--- config.mk ---
export PLATFORM = sky130hd
export DESIGN_NAME = grp_irq_ctrl
export DESIGN_NICKNAME = d
export VERILOG_FILES = /design/src/rtl/grp_irq_pkg.sv /design/src/rtl/grp_irq_cfg.sv /design/src/rtl/grp_irq_pend.sv /design/src/rtl/grp_irq_arb.sv /design/src/rtl/grp_irq_svc.sv /design/src/rtl/grp_irq_ctrl.sv
export SDC_FILE = /design/constraint.sdc
export NUM_CORES = 1
export LEC_CHECK = 0
export CORE_MARGIN = 1.5
export CORE_UTILIZATION = 49
export DETAILED_ROUTE_END_ITERATION = 16
export PLACE_DENSITY_LB_ADDON = 0.05
export SLEW_MARGIN = 20
export SYNTH_ARGS = -nofsm -noshare
export SYNTH_HDL_FRONTEND = slang
export SYNTH_SLANG_ARGS = --single-unit
--- constraint.sdc ---
create_clock -name clk -period 28.5 [get_ports clk]
set_input_delay 4.275 -clock clk [delete_from_list [all_inputs] [get_ports clk]]
set_output_delay 4.275 -clock clk [all_outputs]
set_load 0.1 [all_outputs]
--- src/rtl/grp_irq_pkg.sv ---
package grp_irq_pkg;

  localparam int unsigned SRC_COUNT  = 18;
  localparam int unsigned GROUP_COUNT = 6;
  localparam int unsigned LEVEL_BITS = 2;

  // sources g, g+G, g+2G ... share group g
  function automatic int unsigned group_of(input int unsigned src, input int unsigned ngrp);
    return src % ngrp;
  endfunction

  // configuration address of the source-enable register
  function automatic int unsigned enable_addr(input int unsigned ngrp);
    return ngrp;
  endfunction

  // configuration address of the global-enable register
  function automatic int unsigned global_addr(input int unsigned ngrp);
    return ngrp + 1;
  endfunction

endpackage

--- src/rtl/grp_irq_cfg.sv ---
module grp_irq_cfg #(
  parameter int unsigned NSRC   = grp_irq_pkg::SRC_COUNT,
  parameter int unsigned NGRP   = grp_irq_pkg::GROUP_COUNT,
  parameter int unsigned LVL_W  = grp_irq_pkg::LEVEL_BITS,
  parameter int unsigned ADDR_W = 3
) (
  input  logic                       clk,
  input  logic                       rst_n,
  input  logic                       cfg_we,
  input  logic [ADDR_W-1:0]          cfg_addr,
  input  logic [NSRC-1:0]            cfg_wdata,
  output logic [NGRP-1:0][LVL_W-1:0] grp_lvl,
  output logic [NSRC-1:0]            src_en,
  output logic                       glb_en
);
  localparam logic [ADDR_W-1:0] EN_ADDR  = ADDR_W'(grp_irq_pkg::enable_addr(NGRP));
  localparam logic [ADDR_W-1:0] GLB_ADDR = ADDR_W'(grp_irq_pkg::global_addr(NGRP));

  for (genvar g = 0; g < NGRP; g++) begin : g_lvl
    logic hit;
    assign hit = cfg_we && (cfg_addr == ADDR_W'(g));
    always_ff @(posedge clk or negedge rst_n) begin
      if (!rst_n)   grp_lvl[g] <= '0;
      else if (hit) grp_lvl[g] <= cfg_wdata[LVL_W-1:0];
    end
  end

  always_ff @(posedge clk or negedge rst_n) begin
    if (!rst_n) begin
      src_en <= '0;
      glb_en <= 1'b0;
    end else if (cfg_we) begin
      if (cfg_addr == EN_ADDR)  src_en <= cfg_wdata;
      if (cfg_addr == GLB_ADDR) glb_en <= cfg_wdata[0];
    end
  end


  glb_write_chk: assert property (@(posedge clk) disable iff (!rst_n)
    cfg_we && cfg_addr == GLB_ADDR |=> glb_en == $past(cfg_wdata[0]));

endmodule

--- src/rtl/grp_irq_pend.sv ---
module grp_irq_pend #(
  parameter int unsigned NSRC  = grp_irq_pkg::SRC_COUNT,
  parameter int unsigned IDX_W = $clog2(NSRC)
) (
  input  logic             clk,
  input  logic             rst_n,
  input  logic [NSRC-1:0]  irq_req,
  input  logic             clr_en,
  input  logic [IDX_W-1:0] clr_idx,
  output logic [NSRC-1:0]  pend
);
  logic [NSRC-1:0] req_q;
  logic [NSRC-1:0] edge_hit;

  always_ff @(posedge clk or negedge rst_n) begin
    if (!rst_n) req_q <= '0;
    else        req_q <= irq_req;
  end

  assign edge_hit = irq_req & ~req_q;

  for (genvar i = 0; i < NSRC; i++) begin : g_src
    logic clr_hit;
    assign clr_hit = clr_en && (clr_idx == IDX_W'(i));

    always_ff @(posedge clk or negedge rst_n) begin
      if (!rst_n)           pend[i] <= 1'b0;
      else if (edge_hit[i]) pend[i] <= 1'b1;
      else if (clr_hit)     pend[i] <= 1'b0;
    end


    rise_from_edge_chk: assert property (@(posedge clk) disable iff (!rst_n)
      $rose(pend[i]) |-> $past(edge_hit[i]));


    edge_beats_clear_chk: assert property (@(posedge clk) disable iff (!rst_n)
      edge_hit[i] |=> pend[i]);


    clear_drops_chk: assert property (@(posedge clk) disable iff (!rst_n)
      clr_hit && !edge_hit[i] |=> !pend[i]);
  end

endmodule

--- src/rtl/grp_irq_arb.sv ---
module grp_irq_arb #(
  parameter int unsigned NSRC  = grp_irq_pkg::SRC_COUNT,
  parameter int unsigned NGRP  = grp_irq_pkg::GROUP_COUNT,
  parameter int unsigned LVL_W = grp_irq_pkg::LEVEL_BITS,
  parameter int unsigned IDX_W = $clog2(NSRC)
) (
  input  logic [NSRC-1:0]            cand,
  input  logic [NGRP-1:0][LVL_W-1:0] grp_lvl,
  output logic                       win_valid,
  output logic [IDX_W-1:0]           win_idx,
  output logic [LVL_W-1:0]           win_lvl
);
  logic [NSRC-1:0][LVL_W-1:0] src_lvl;

  for (genvar s = 0; s < NSRC; s++) begin : g_map
    assign src_lvl[s] = grp_lvl[grp_irq_pkg::group_of(s, NGRP)];
  end

  // scan downward; ">=" lets a lower index take over a tie
  always_comb begin
    win_valid = 1'b0;
    win_idx   = '0;
    win_lvl   = '0;
    for (int s = NSRC - 1; s >= 0; s--) begin
      if (cand[s] && (!win_valid || src_lvl[s] >= win_lvl)) begin
        win_valid = 1'b1;
        win_idx   = IDX_W'(s);
        win_lvl   = src_lvl[s];
      end
    end
  end

endmodule

--- src/rtl/grp_irq_svc.sv ---
module grp_irq_svc #(
  parameter int unsigned LVL_W = grp_irq_pkg::LEVEL_BITS,
  parameter int unsigned NLVL  = 1 << LVL_W
) (
  input  logic             clk,
  input  logic             rst_n,
  input  logic             do_ack,
  input  logic [LVL_W-1:0] ack_lvl,
  input  logic             reti,
  output logic             act_any,
  output logic [LVL_W-1:0] act_lvl
);
  logic [NLVL-1:0] isr_q;
  logic [NLVL-1:0] isr_d;

  always_comb begin
    act_lvl = '0;
    for (int l = 0; l < NLVL; l++) begin
      if (isr_q[l]) act_lvl = LVL_W'(l);
    end
  end

  assign act_any = |isr_q;

  always_comb begin
    isr_d = isr_q;
    if (reti && act_any) isr_d[act_lvl] = 1'b0;
    if (do_ack)          isr_d[ack_lvl] = 1'b1;
  end

  always_ff @(posedge clk or negedge rst_n) begin
    if (!rst_n) isr_q <= '0;
    else        isr_q <= isr_d;
  end


  ack_marks_chk: assert property (@(posedge clk) disable iff (!rst_n)
    do_ack |=> act_any && act_lvl >= $past(ack_lvl));


  idle_reti_chk: assert property (@(posedge clk) disable iff (!rst_n)
    reti && !act_any && !do_ack |=> !act_any);


  reti_drops_chk: assert property (@(posedge clk) disable iff (!rst_n)
    reti && act_any && !do_ack |=> !act_any || act_lvl < $past(act_lvl));

endmodule

--- src/rtl/grp_irq_ctrl.sv ---
module grp_irq_ctrl #(
  parameter int unsigned     NSRC      = grp_irq_pkg::SRC_COUNT,
  parameter int unsigned     NGRP      = grp_irq_pkg::GROUP_COUNT,
  parameter int unsigned     LVL_W     = grp_irq_pkg::LEVEL_BITS,
  parameter logic [NSRC-1:0] WAKE_MASK = 18'h08104
) (
  input  logic                       clk,
  input  logic                       rst_n,
  input  logic [NSRC-1:0]            irq_req,
  input  logic                       cfg_we,
  input  logic [$clog2(NGRP+2)-1:0]  cfg_addr,
  input  logic [NSRC-1:0]            cfg_wdata,
  input  logic                       cpu_ack,
  input  logic                       cpu_reti,
  input  logic                       sleep_mode,
  output logic                       cpu_req,
  output logic [$clog2(NSRC)-1:0]    cpu_vec,
  output logic                       wake_req
);
  localparam int unsigned IDX_W  = $clog2(NSRC);
  localparam int unsigned ADDR_W = $clog2(NGRP + 2);
  localparam int unsigned NLVL   = 1 << LVL_W;

  logic [NGRP-1:0][LVL_W-1:0] grp_lvl;
  logic [NSRC-1:0]            src_en;
  logic                       glb_en;
  logic [NSRC-1:0]            pend;
  logic [NSRC-1:0]            cand;
  logic [NSRC-1:0]            wake_hits;
  logic                       win_valid;
  logic [IDX_W-1:0]           win_idx;
  logic [LVL_W-1:0]           win_lvl;
  logic                       act_any;
  logic [LVL_W-1:0]           act_lvl;
  logic                       preempt_ok;
  logic                       do_ack;

  grp_irq_cfg #(.NSRC(NSRC), .NGRP(NGRP), .LVL_W(LVL_W), .ADDR_W(ADDR_W)) u_cfg (
    .clk(clk), .rst_n(rst_n), .cfg_we(cfg_we), .cfg_addr(cfg_addr),
    .cfg_wdata(cfg_wdata), .grp_lvl(grp_lvl), .src_en(src_en), .glb_en(glb_en)
  );

  grp_irq_pend #(.NSRC(NSRC), .IDX_W(IDX_W)) u_pend (
    .clk(clk), .rst_n(rst_n), .irq_req(irq_req),
    .clr_en(do_ack), .clr_idx(win_idx), .pend(pend)
  );

  assign cand = pend & src_en & {NSRC{glb_en}};

  grp_irq_arb #(.NSRC(NSRC), .NGRP(NGRP), .LVL_W(LVL_W), .IDX_W(IDX_W)) u_arb (
    .cand(cand), .grp_lvl(grp_lvl),
    .win_valid(win_valid), .win_idx(win_idx), .win_lvl(win_lvl)
  );

  grp_irq_svc #(.LVL_W(LVL_W), .NLVL(NLVL)) u_svc (
    .clk(clk), .rst_n(rst_n), .do_ack(do_ack), .ack_lvl(win_lvl),
    .reti(cpu_reti), .act_any(act_any), .act_lvl(act_lvl)
  );

  assign preempt_ok = !act_any || (win_lvl > act_lvl);
  assign cpu_req    = win_valid && preempt_ok;
  assign cpu_vec    = win_idx;
  assign do_ack     = cpu_ack && cpu_req;

  assign wake_hits  = pend & src_en & WAKE_MASK;
  assign wake_req   = sleep_mode && (|wake_hits);


  vec_live_chk: assert property (@(posedge clk) disable iff (!rst_n)
    cpu_req |-> pend[cpu_vec] && src_en[cpu_vec]);


  glb_gate_chk: assert property (@(posedge clk) disable iff (!rst_n)
    !glb_en |-> !cpu_req);


  wake_src_chk: assert property (@(posedge clk) disable iff (!rst_n)
    wake_req |-> sleep_mode && (|(pend & WAKE_MASK)));


  no_same_lvl_chk: assert property (@(posedge clk) disable iff (!rst_n)
    cpu_req && act_any |-> win_lvl != act_lvl);

endmodule

Yosys cells after proc, flatten, opt, wreduce, memory -nomap -nowiden
Cells that the tools add are included.
{"block": "totals", "register_bits": 71, "latchBits": 0, "mem_bits_rw": 0, "rom_bits": 0, "in_bits": 45, "output_inout_bits": 7, "wordCells": 287, "mem_count": 0}
{"block": "op_classes", "n_addsub": 0, "n_mul": 0, "n_div": 0, "magnitude_cmp": 22, "n_eq_ne": 24, "shifts": 0, "muxes": 99, "bitwise_logic": 7, "reduce_logical": 107}
{"operator": "5-bit 2-to-1 mux", "n": 18}
{"operator": "1-bit 2-to-1 mux", "n": 57}
{"operator": "18-bit bitwise AND", "n": 3}
{"operator": "1-bit logical AND", "n": 47}
{"operator": "5-bit by 4-bit equality test with 1-bit output, second input constant", "n": 8}
{"operator": "2-bit 2-to-1 mux", "n": 20}
{"operator": "2-bit nonzero test", "n": 18}
{"operator": "2-bit greater-or-equal comparator", "n": 17}
{"operator": "5-bit by 3-bit equality test with 1-bit output, second input constant", "n": 4}
{"operator": "1-bit zero test", "n": 18}
{"operator": "1-bit logical OR", "n": 18}
{"operator": "18-bit NOT", "n": 1}
{"operator": "3-bit equality test, second input constant", "n": 4}
{"operator": "5-bit by 2-bit equality test with 1-bit output, second input constant", "n": 2}
{"operator": "5-bit equality test, second input constant", "n": 2}
{"operator": "4-bit 2-to-1 mux", "n": 2}
{"operator": "3-bit by 2-bit equality test with 1-bit output, second input constant", "n": 2}
{"operator": "2-bit by 3-bit less-than comparator with 1-bit output, second input constant", "n": 2}
{"operator": "5-bit by 1-bit equality test with 1-bit output, second input constant", "n": 1}
{"operator": "5-bit zero test", "n": 1}
{"operator": "4-bit bitwise AND", "n": 1}
{"operator": "1-bit demux with 2-bit select", "n": 2}
{"operator": "2-bit by 1-bit greater-or-equal comparator with 1-bit output, second input constant", "n": 2}
{"operator": "4-bit NOT", "n": 1}
{"operator": "7 further kinds", "n": 8}

Longest topological paths before layout
Gate-level depths: netlist (run 1).
{"block": "depth", "word_depth": 78, "depth_mapped": 124, "depth_no_buf": 122}

Hierarchy
A second synthesis (run 1) with hierarchy kept.
{"block": "hier_totals", "cells_unflattened": 499, "hier_area_um2": 4729.5}
{"mod": "grp_irq_arb", "instances": 1, "cells_each": 272, "area_each_um2": 1826.8, "seq_area_each_um2": 0.0}
{"mod": "grp_irq_pend", "instances": 1, "cells_each": 104, "area_each_um2": 1263.7, "seq_area_each_um2": 900.9}
{"mod": "grp_irq_cfg", "instances": 1, "cells_each": 71, "area_each_um2": 1229.9, "seq_area_each_um2": 775.7}
{"mod": "grp_irq_ctrl", "instances": 1, "cells_each": 32, "area_each_um2": 216.5, "seq_area_each_um2": 0.0}
{"mod": "grp_irq_svc", "instances": 1, "cells_each": 20, "area_each_um2": 192.7, "seq_area_each_um2": 100.1}

Worst setup path after synthesis (run 1)
No wires, ideal clock.
{"block": "synth_path", "kind": "register -> output", "startpoint": "reg u_cfg.glb_en", "endpoint": "out cpu_vec[4]", "arrival_ps": 22516, "required_ps": 24225, "path_slack_ps": 1709, "path_stages_with_launch": 106, "path_buffers": 2, "cell_sequence": "dfrtp_1 -> inv_1 -> clkbuf_1 -> nor3_1 -> ha_1 -> nand2b_1 -> a21oi_1 -> o21ai_0 -> o31ai_1 -> ha_1 -> nand2b_1 -> a211o_1 -> nor3b_1 -> o21a_1 -> ha_1 -> nand2b_1 -> a211o_2 -> nand4_2 -> [70 not listed] -> ha_1 -> nand2b_1 -> maj3_1 -> o21ai_4 -> nand3_1 -> o21ai_1 -> ha_1 -> nand2b_1 -> a21oi_1 -> a21o_1 -> mux2_2 -> ha_1 -> nand2b_1 -> a21oi_1 -> a21oi_1 -> nor2_1 -> nand4_2 -> nor3_1"}
{"block": "synth_via", "elab_chain_len": 70, "elab_cells_between_ends": 121, "classes_between": "order compare: 17; mux: 52; bitwise: 1; reduce/logical: 51"}
{"element": "start: declaration", "line_no": "grp_irq_cfg.sv:14", "text": "output logic glb_en"}
{"element": "start signal: assignment", "line_no": "grp_irq_cfg.sv:34", "text": "if (cfg_addr == GLB_ADDR) glb_en <= cfg_wdata[0];"}
{"element": "18-bit bitwise AND (*)", "line_no": "grp_irq_ctrl.sv:48", "text": "assign cand = pend & src_en & {NSRC{glb_en}};"}
{"element": "2-bit 2-to-1 mux or 1-bit 2-to-1 mux (tied branches)", "line_no": "grp_irq_arb.sv:25", "text": "if (cand[s] && (!win_valid || src_lvl[s] >= win_lvl)) begin"}
{"element": "2-bit greater-or-equal comparator or 1-bit zero test (tied branches)", "line_no": "grp_irq_arb.sv:25"}
{"element": "1-bit logical OR", "line_no": "grp_irq_arb.sv:25"}
{"element": "1-bit logical AND", "line_no": "grp_irq_arb.sv:25"}
{"element": "2-bit 2-to-1 mux or 1-bit 2-to-1 mux (tied branches)", "line_no": "grp_irq_arb.sv:25"}
{"element": "2-bit greater-or-equal comparator or 1-bit zero test (tied branches)", "line_no": "grp_irq_arb.sv:25"}
{"element": "1-bit logical OR", "line_no": "grp_irq_arb.sv:25"}
{"element": "[54 not listed]"}
{"element": "2-bit greater-or-equal comparator or 1-bit zero test (tied branches)", "line_no": "grp_irq_arb.sv:25"}
{"element": "1-bit logical OR", "line_no": "grp_irq_arb.sv:25"}
{"element": "1-bit logical AND", "line_no": "grp_irq_arb.sv:25"}
{"element": "2-bit 2-to-1 mux or 1-bit 2-to-1 mux (tied branches)", "line_no": "grp_irq_arb.sv:25"}
{"element": "2-bit greater-or-equal comparator or 1-bit zero test (tied branches)", "line_no": "grp_irq_arb.sv:25"}
{"element": "1-bit logical OR", "line_no": "grp_irq_arb.sv:25"}
{"element": "1-bit logical AND", "line_no": "grp_irq_arb.sv:25"}
{"element": "5-bit 2-to-1 mux (*)", "line_no": "grp_irq_arb.sv:25"}
{"element": "end: declaration", "line_no": "grp_irq_ctrl.sv:17", "text": "output logic [$clog2(NSRC)-1:0] cpu_vec,"}
Mark *: on every way between the ends. The rest lies on a longest branch, timed or not.

Worst setup path after layout (run 1)
{"block": "layout_path", "startpoint": "reg u_cfg.glb_en", "endpoint": "out cpu_req"}
{"block": "layout_via", "elab_chain_len": 73, "elab_cells_between_ends": 108, "classes_between": "order compare: 18; mux: 36; bitwise: 1; reduce/logical: 53"}
{"element": "18-bit bitwise AND (*)", "line_no": "grp_irq_ctrl.sv:48"}
{"element": "2-bit 2-to-1 mux or 1-bit 2-to-1 mux (tied branches)", "line_no": "grp_irq_arb.sv:25"}
{"element": "2-bit greater-or-equal comparator or 1-bit zero test (tied branches)", "line_no": "grp_irq_arb.sv:25"}
{"element": "1-bit logical OR", "line_no": "grp_irq_arb.sv:25"}
{"element": "1-bit logical AND", "line_no": "grp_irq_arb.sv:25"}
{"element": "2-bit 2-to-1 mux or 1-bit 2-to-1 mux (tied branches)", "line_no": "grp_irq_arb.sv:25"}
{"element": "2-bit greater-or-equal comparator or 1-bit zero test (tied branches)", "line_no": "grp_irq_arb.sv:25"}
{"element": "1-bit logical OR", "line_no": "grp_irq_arb.sv:25"}
{"element": "[57 not listed]"}
{"element": "2-bit 2-to-1 mux or 1-bit 2-to-1 mux (tied branches)", "line_no": "grp_irq_arb.sv:25"}
{"element": "2-bit greater-or-equal comparator or 1-bit zero test (tied branches)", "line_no": "grp_irq_arb.sv:25"}
{"element": "1-bit logical OR", "line_no": "grp_irq_arb.sv:25"}
{"element": "1-bit logical AND", "line_no": "grp_irq_arb.sv:25"}
{"element": "2-bit 2-to-1 mux", "line_no": "grp_irq_arb.sv:25"}
{"element": "2-bit greater-than comparator", "line_no": "grp_irq_ctrl.sv:60", "text": "assign preempt_ok = !act_any || (win_lvl > act_lvl);"}
{"element": "1-bit logical OR", "line_no": "grp_irq_ctrl.sv:60"}
{"element": "1-bit logical AND (*)", "line_no": "grp_irq_ctrl.sv:61", "text": "assign cpu_req = win_valid && preempt_ok;"}
{"element": "end: declaration", "line_no": "grp_irq_ctrl.sv:16", "text": "output logic cpu_req,"}
Marks and branches as above.

==> results of run 1 <==
-- cells by family (layout without fill, tap and decap cells) --
family,after synthesis,count (layout)
and+or+nand+nor,181,181
AOI/OAI and AO/OA,147,147
DFF,71,71
buffers and inverters,42,117
muxes,31,31
adders and majority gates,28,28
-- synth_stat cells, drive strengths merged, types with 3 or more instances --
library cell / number / area, µm²
a31oi: 5 / 31.3
o21ai: 36 / 199
nand4: 7 / 56.3
nor3: 15 / 75.1
ha: 26 / 325
or4: 4 / 41.3
a22oi: 5 / 37.5
nand4b: 3 / 26.3
nand2b: 19 / 119
inv: 33 / 124
o211ai: 7 / 57.6
a21o: 8 / 60.1
o21bai: 3 / 22.5
a22o: 5 / 43.8
and3: 7 / 43.8
o221ai: 3 / 26.3
a211o: 5 / 45.0
clkbuf: 5 / 18.8
and2: 5 / 31.3
nor2b: 15 / 93.8
o31ai: 4 / 30.0
dfrtp: 71 / 1780
a211oi: 6 / 45.0
nor3b: 5 / 37.5
buf: 4 / 31.3
a21oi: 29 / 145
nand3: 15 / 75.1
nor2: 25 / 93.8
a21boi: 4 / 30.0
nor4: 4 / 31.3
mux2: 29 / 327
nand2: 50 / 188
-- sequential cells by signal (all words and copies together) (netlist names) --
signal         flops
u_svc.isr_q        4
u_cfg.glb_en       1
u_cfg.grp_lvl     12
u_cfg.src_en      18
u_pend.req_q      18
u_pend.pend       18
-- repair_timing --
action / in CTS / in global routing
buffers inserted: 0 / 4
endpoints found under the hold margin: 0 / 0
resized for setup: 0 / 32
setup endpoints to repair: 0 / 6
-- through the flow --
stage          hold WS (ns)  area (µm²)
3_3_place_gp          0.414        5370
5_1_grt               0.452        5730
3_5_place_dp          0.416        5370
4_1_cts               0.428        5550
2_1_floorplan         0.400        4660
6_report              0.427        5730
-- power by group through the flow --
stage,logic [µW],clock network [µW],registers [µW]
3_3_place_gp,383,0,141
5_1_grt,457,80.7,144
6_report,421,73.6,141
2_1_floorplan,294,0,133
3_5_place_dp,390,0,142
4_1_cts,392,75.4,140
-- path summary, 6_finish.rpt --
kind                                                      end  slack (ns)
worst max-delay path                                  cpu_req        1.50
worst min-delay path               u_pend.pend[1]$_DFFE_PN0P_        0.43
worst max register to register    u_pend.pend[11]$_DFFE_PN0P_        5.02
worst min register to register     u_pend.pend[1]$_DFFE_PN0P_        0.43
max in group asynchronous       u_cfg.grp_lvl[10]$_DFFE_PN0P_       23.85
min in group asynchronous        u_cfg.src_en[17]$_DFFE_PN0P_        4.04
-- per-layer routing --
metal / part of all wire [%] / GRT usage [%] / up-vias
met5: 0 / 0 / -
met4: 2.7 / 10.9 / 0
met3: 6.7 / 4.85 / 24
met2: 46 / 43.6 / 156
met1: 45 / 39.3 / 2072
li1: - / - / 2006
-- cell type report --
cell class | instances | area, µm² | area share, %
Tap cell | 129 | 161 | 2.82
Clock inverter | 7 | 55.1 | 0.960
Inverter | 33 | 124 | 2.16
Multi-Input combinational cell | 387 | 2860 | 49.9
Sequential cell | 71 | 1780 | 31.0
Clock buffer | 9 | 124 | 2.16
Timing Repair Buffer | 68 | 632 | 11.0
==> run_results.csv, run 1 <==
group,metric,value,unit
run_status,status,"finished, final reports clean",
yosys,synth_fa_ha_area_share,7.40,%
yosys,synth_area,0.00466,mm²
critical_path,cp_max_fo,21,
yosys,ys_async_sr_fraction,100,%
worst_hold_path,holdCritStartpoint,"u_pend.req_q[1]$_DFF_PN0_",
yosys,ys_types,73,
final_layout,nets,641,
sta,max_slew_margin,27.5,%
job,max_cap_viol_count,0,
final_layout,nFillCells,808,
global_route,grt_usage,28.1,%
power_and_ir_drop,clkPwrFrac,11.6,%
clock_tree,cts_max_level,3,
floorplanning,die_h,101,µm
global_route,antenna_found_initial,0,
yosys,yosys_warnings,0,
final_layout,mostFrequentLayoutCells,"70 x dfrtp_1, 49 x nand2_1, 44 x clkdlybuf4s50_1, 33 x inv_1, 29 x mux2_2",
clock_tree,cts_made_buffers,9,
yosys,synth-edff-count,0,
yosys,syn_area_per_cell,9.33,µm²
floorplanning,rows,35,
critical_path,critPathMostFrequentCell,"ha_1",
drt,via_per_inst,6.05,
yosys,ys_seq_area_share,38.1,%
global_route,grt_max_degree,72,
clock_tree,root_buffer,"clkbuf_8",
power_and_ir_drop,power,636,µW
critical_path,critPathLaunchType,"flip-flop",
yosys,synth_compound_area_share,22.3,%
global_route,grt_pass1_vias,4184,
clock_tree,ctsHoldBuffers,0,
floorplanning,dieArea,0.0101,mm²
floorplanning,io_pins,52,
final_layout,area_growth,22.9,%
drt,drc,0,
sta,post-route-period-util,94.7,%
sta,fin_worst_skew,0.0128,ns
critical_path,crit_cells,112,
critical_path,worst_r2r_startpoint,"u_cfg.glb_en$_DFFE_PN0P_",
final_layout,finalNonFillerCells,704,
yosys,synth_mux_area_share,7.43,%
floorplanning,start_util,50.5,%
drt,dr.first_iter.drc_count,292,
drt,routedWlPerCell,19.0,µm
final_layout,drive_gt1_share,18.8,%
sta,fmax,37.0,MHz
critical_path,endpoint_kind,"output port",
critical_path,arrival,22.72,ns
clock_tree,cts_tree,"built",
sta,finalHoldViolCount,0,
power_and_ir_drop,switchingPower,328,µW
placement,dp_cells,684,
power_and_ir_drop,p_int,308,µW
floorplanning,core,0.00924,mm²
placement,io_buffers,51,
clock_tree,cts.sinks,71,
final_layout,final_core_util,62.0,%
sta,final.setup.tns,0,ns
global_route,grt_pass1_wl,21.7,mm
power_and_ir_drop,p_sw_share,51.6,%
critical_path,cp_slowest_stage_delay,0.40,ns
power_and_ir_drop,p_leak,0.00247,µW
yosys,synth_simple_gate_area_share,21.0,%
final_layout,final_common_cell,"dfrtp_1",
critical_path,path_class,"flip-flop to output port",
sta,worst_slew_pin_slew,1.09,ns
critical_path,reg2reg_depth,115,
sta,worst_slack,1.50,ns
drt,num_vias,4258,
power_and_ir_drop,powerDensity,111,mW/mm²
sta,maxSlewViolCount,0,
critical_path,path_buf_inv,7,
drt,drt_wl_total,13.4,mm
critical_path,crit_path_top_delay_cell,"maj3_1",
placement,hpwl,10.1,mm
power_and_ir_drop,power_frac_seq,22.2,%
yosys,syn_nets,571,
global_route,overflow,0,
yosys,synth-xor-area-share,0,%
power_and_ir_drop,power_frac_comb,66.2,%
worst_hold_path,hold_class,"flip-flop to flip-flop",
placement,gp_congestion,0.956,
yosys,synthCells,500,
critical_path,path_delay_family,"compound AO/OA/AOI/OAI gates",
sta,setup_viol,0,
clock_tree,clock_latency,0.35,ns
power_and_ir_drop,ir_drop,0.0947,mV
clock_tree,cts.path.max_buffers,2,
yosys,synth_top_family_by_area,"compound AO/OA/AOI/OAI gates",
yosys,synth_seq_cells,71,
placement,post-place-ws,1.07,ns
worst_hold_path,min_path_cells,1,
critical_path,worst_setup_path_startpoint,"u_cfg.glb_en$_DFFE_PN0P_",
final_layout,diodes,0,
clock_tree,cts.clk_slew.worst_paths,0.08,ns
sta,period_needed,27.00,ns
critical_path,required,24.23,ns
drt,drt-pass1-iter-count,5,
yosys,yosys_most_used_dff,"dfrtp_1",
drt,antenna_left,0,
floorplanning,chipWidth,101,µm
Note: power is estimated with default switching activity, not from simulation.
==> run 2: changes to the inputs <==
clock period = 31.5 ns   (was 28.5 ns; I/O delays follow)
==> run 2 against run 1 <==
Worst hold slack better by 0.00052 ns; critical path depth decreased by 3; sequential share of layout area rose by 1.0 points; non-clock buffer count decreased by 13; largest cell class unchanged; routed wire length is 2.6% lower; critical endpoint unchanged.
==> run_results.csv, run 2 (synthesis results as in run 1) <==
group,metric,value,unit
run_status,status,"finished, final reports clean",
sta,max_slew_margin,31.6,%
drt,via_per_inst,6.01,
final_layout,final_core_util,60.1,%
floorplanning,die_h,101,µm
power_and_ir_drop,power_frac_comb,62.6,%
sta,setup_viol,0,
placement,gp_congestion,0.905,
sta,post-route-period-util,94.4,%
power_and_ir_drop,p_leak,0.00245,µW
sta,fmax,33.6,MHz
sta,grt_setup_unrepaired,"no",
critical_path,worst_r2r_startpoint,"u_cfg.glb_en$_DFFE_PN0P_",
sta,final.setup.tns,0,ns
floorplanning,dieArea,0.0101,mm²
global_route,grt_max_degree,72,
power_and_ir_drop,powerDensity,99.4,mW/mm²
final_layout,multi_input_area,0.00274,mm²
worst_hold_path,worst_hold_path.endpoint,"u_pend.pend[1]$_DFFE_PN0P_",
critical_path,arrival,25.00,ns
drt,met1_length,5.89,mm
sta,holdWs,0.428,ns
worst_hold_path,hold_class,"flip-flop to flip-flop",
sta,worst_slack,1.78,ns
critical_path,cp_slowest_stage_delay,0.64,ns
clock_tree,cts.path.max_buffers,2,
power_and_ir_drop,clkPwrFrac,14.0,%
critical_path,required,26.78,ns
critical_path,cp_max_fo,21,
critical_path,crit_path_top_delay_cell,"dfrtp_2",
clock_tree,ctsHoldBuffers,0,
final_layout,reg.largest.list,"u_cfg.src_en (18), u_pend.pend (18), u_pend.req_q (18)",
final_layout,area_growth,19.0,%
global_route,grt_pass1_wl,20.4,mm
drt,antenna_left,0,
power_and_ir_drop,p_int,267,µW
power_and_ir_drop,switchingPower,284,µW
final_layout,drive_gt1_share,13.3,%
floorplanning,start_util,50.5,%
drt,drt_wl_total,13.1,mm
final_layout,mostFrequentLayoutCells,"70 x dfrtp_1, 50 x nand2_1, 45 x clkdlybuf4s50_1, 32 x inv_1",
critical_path,ff2ff_setup_slack,5.89,ns
sta,worst_slew_pin_slew,1.03,ns
worst_hold_path,min_path_cells,1,
drt,routedWlPerCell,18.9,µm
critical_path,endpoint_kind,"output port",
sta,period_needed,29.72,ns
drt,route.met2.wl,5.94,mm
floorplanning,core,0.00924,mm²
critical_path,reg2reg_depth,112,
clock_tree,cts_max_level,3,
clock_tree,root_buffer,"clkbuf_8",
clock_tree,cts.sinks,71,
placement,dp_cells,672,
final_layout,nFillCells,804,
worst_hold_path,holdCritStartpoint,"u_pend.req_q[1]$_DFF_PN0_",
clock_tree,cts.clk_slew.worst_paths,0.08,ns
power_and_ir_drop,ir_drop,0.0754,mV
final_layout,finalNonFillerCells,691,
critical_path,r2r_end,"u_pend.pend[11]$_DFFE_PN0P_",
drt,route.met3.wl,851,µm
global_route,grt_usage,27.1,%
sta,finalHoldViolCount,0,
clock_tree,cts_tree,"built",
drt,dr.first_iter.drc_count,296,
power_and_ir_drop,power_frac_seq,23.4,%
global_route,grt_pass1_vias,3935,
final_layout,final_common_cell,"dfrtp_1",
critical_path,path_class,"flip-flop to output port",
placement,hpwl,9.85,mm
clock_tree,cts_made_buffers,9,
drt,drt-pass1-iter-count,5,
floorplanning,rows,35,
sta,fin_worst_skew,0.0101,ns
sta,maxSlewViolCount,0,
power_and_ir_drop,p_sw_share,51.5,%
placement,post-place-ws,0.783,ns
drt,topRoutingLayerUsed,"met4",
final_layout,nets,628,
drt,num_vias,4156,
floorplanning,chipWidth,101,µm
placement,io_buffers,51,
floorplanning,io_pins,52,
global_route,overflow,0,
job,max_cap_viol_count,0,
final_layout,seq_area,0.00178,mm²
critical_path,critPathMostFrequentCell,"ha_1",
critical_path,critPathLaunchType,"flip-flop",
final_layout,diodes,0,
clock_tree,clock_latency,0.36,ns
global_route,antenna_found_initial,0,
drt,drc,0,
==> run 2: cell types whose count changed in the layout (fill, tap and decap cells not counted), moves of 4 or more <==
cell / delta
a21oi_1: +5
a21oi_2: -5
buf_4: -17
dlymetal6s2s_1: +4
==> run 2: routing by layer <==
metal  vias up  track usage (%)
li1       1973                -
met1      1998             36.7
met2       156             42.9
met3        29             4.65
met4         0             11.9
met5         -                0
==> run 2: repair_timing <==
action                                 CTS  global route
setup endpoints to repair                0             6
gates resized for setup                  0            15
setup buffers                            0             3
endpoints found under the hold margin    0             0
==> run 2: critical path, delay by kind of cell, from the launching register on <==
family	cells	cell delay (ns)
muxes	5	1.75
DFF	1	0.64
AOI/OAI and AO/OA	44	10.47
and+or+nand+nor	35	5.16
adders and majority gates	20	5.67
buffers and inverters	5	0.94
==> run 2: power groups by stage <==
stage,clock network (µW),logic (µW),registers [µW]
final,77.1,345,129
after global routing,82.2,377,131
after CTS,78.6,342,128
after detailed placement,0,341,130
after global placement,0,335,130
after floorplan,0,266,120
==> run 2: area by class of cell <==
| type | instances | area share, % |
|---|---|---|
| Clock buffer | 9 | 2.23 |
| Timing Repair Buffer | 55 | 9.83 |
| Multi-Input combinational cell | 387 | 49.3 |
| Inverter | 33 | 2.30 |
| Sequential cell | 71 | 32.0 |
| Clock inverter | 7 | 1.44 |
| Tap cell | 129 | 2.91 |
==> run 2: metrics by stage <==
step | area (µm²) | total power (µW)
6_report | 5550 | 552
5_1_grt | 5550 | 590
4_1_cts | 5500 | 550
3_5_place_dp | 5290 | 471
3_3_place_gp | 5290 | 465
2_1_floorplan | 4660 | 386
==> run 2: worst max-delay path by stage <==
stage	from	end	slack (ns)	cells past startpoint
finish	u_cfg.glb_en$_DFFE_PN0P_	cpu_req	1.78	109
global route	u_cfg.glb_en$_DFFE_PN0P_	cpu_req	0.04	111
CTS	u_cfg.glb_en$_DFFE_PN0P_	cpu_req	0.32	110
detailed placement	u_cfg.glb_en$_DFFE_PN0P_	cpu_req	0.78	110
global placement	u_cfg.glb_en$_DFFE_PN0P_	cpu_req	1.49	110
floorplan	u_cfg.glb_en$_DFFE_PN0P_	cpu_vec[4]	4.26	105
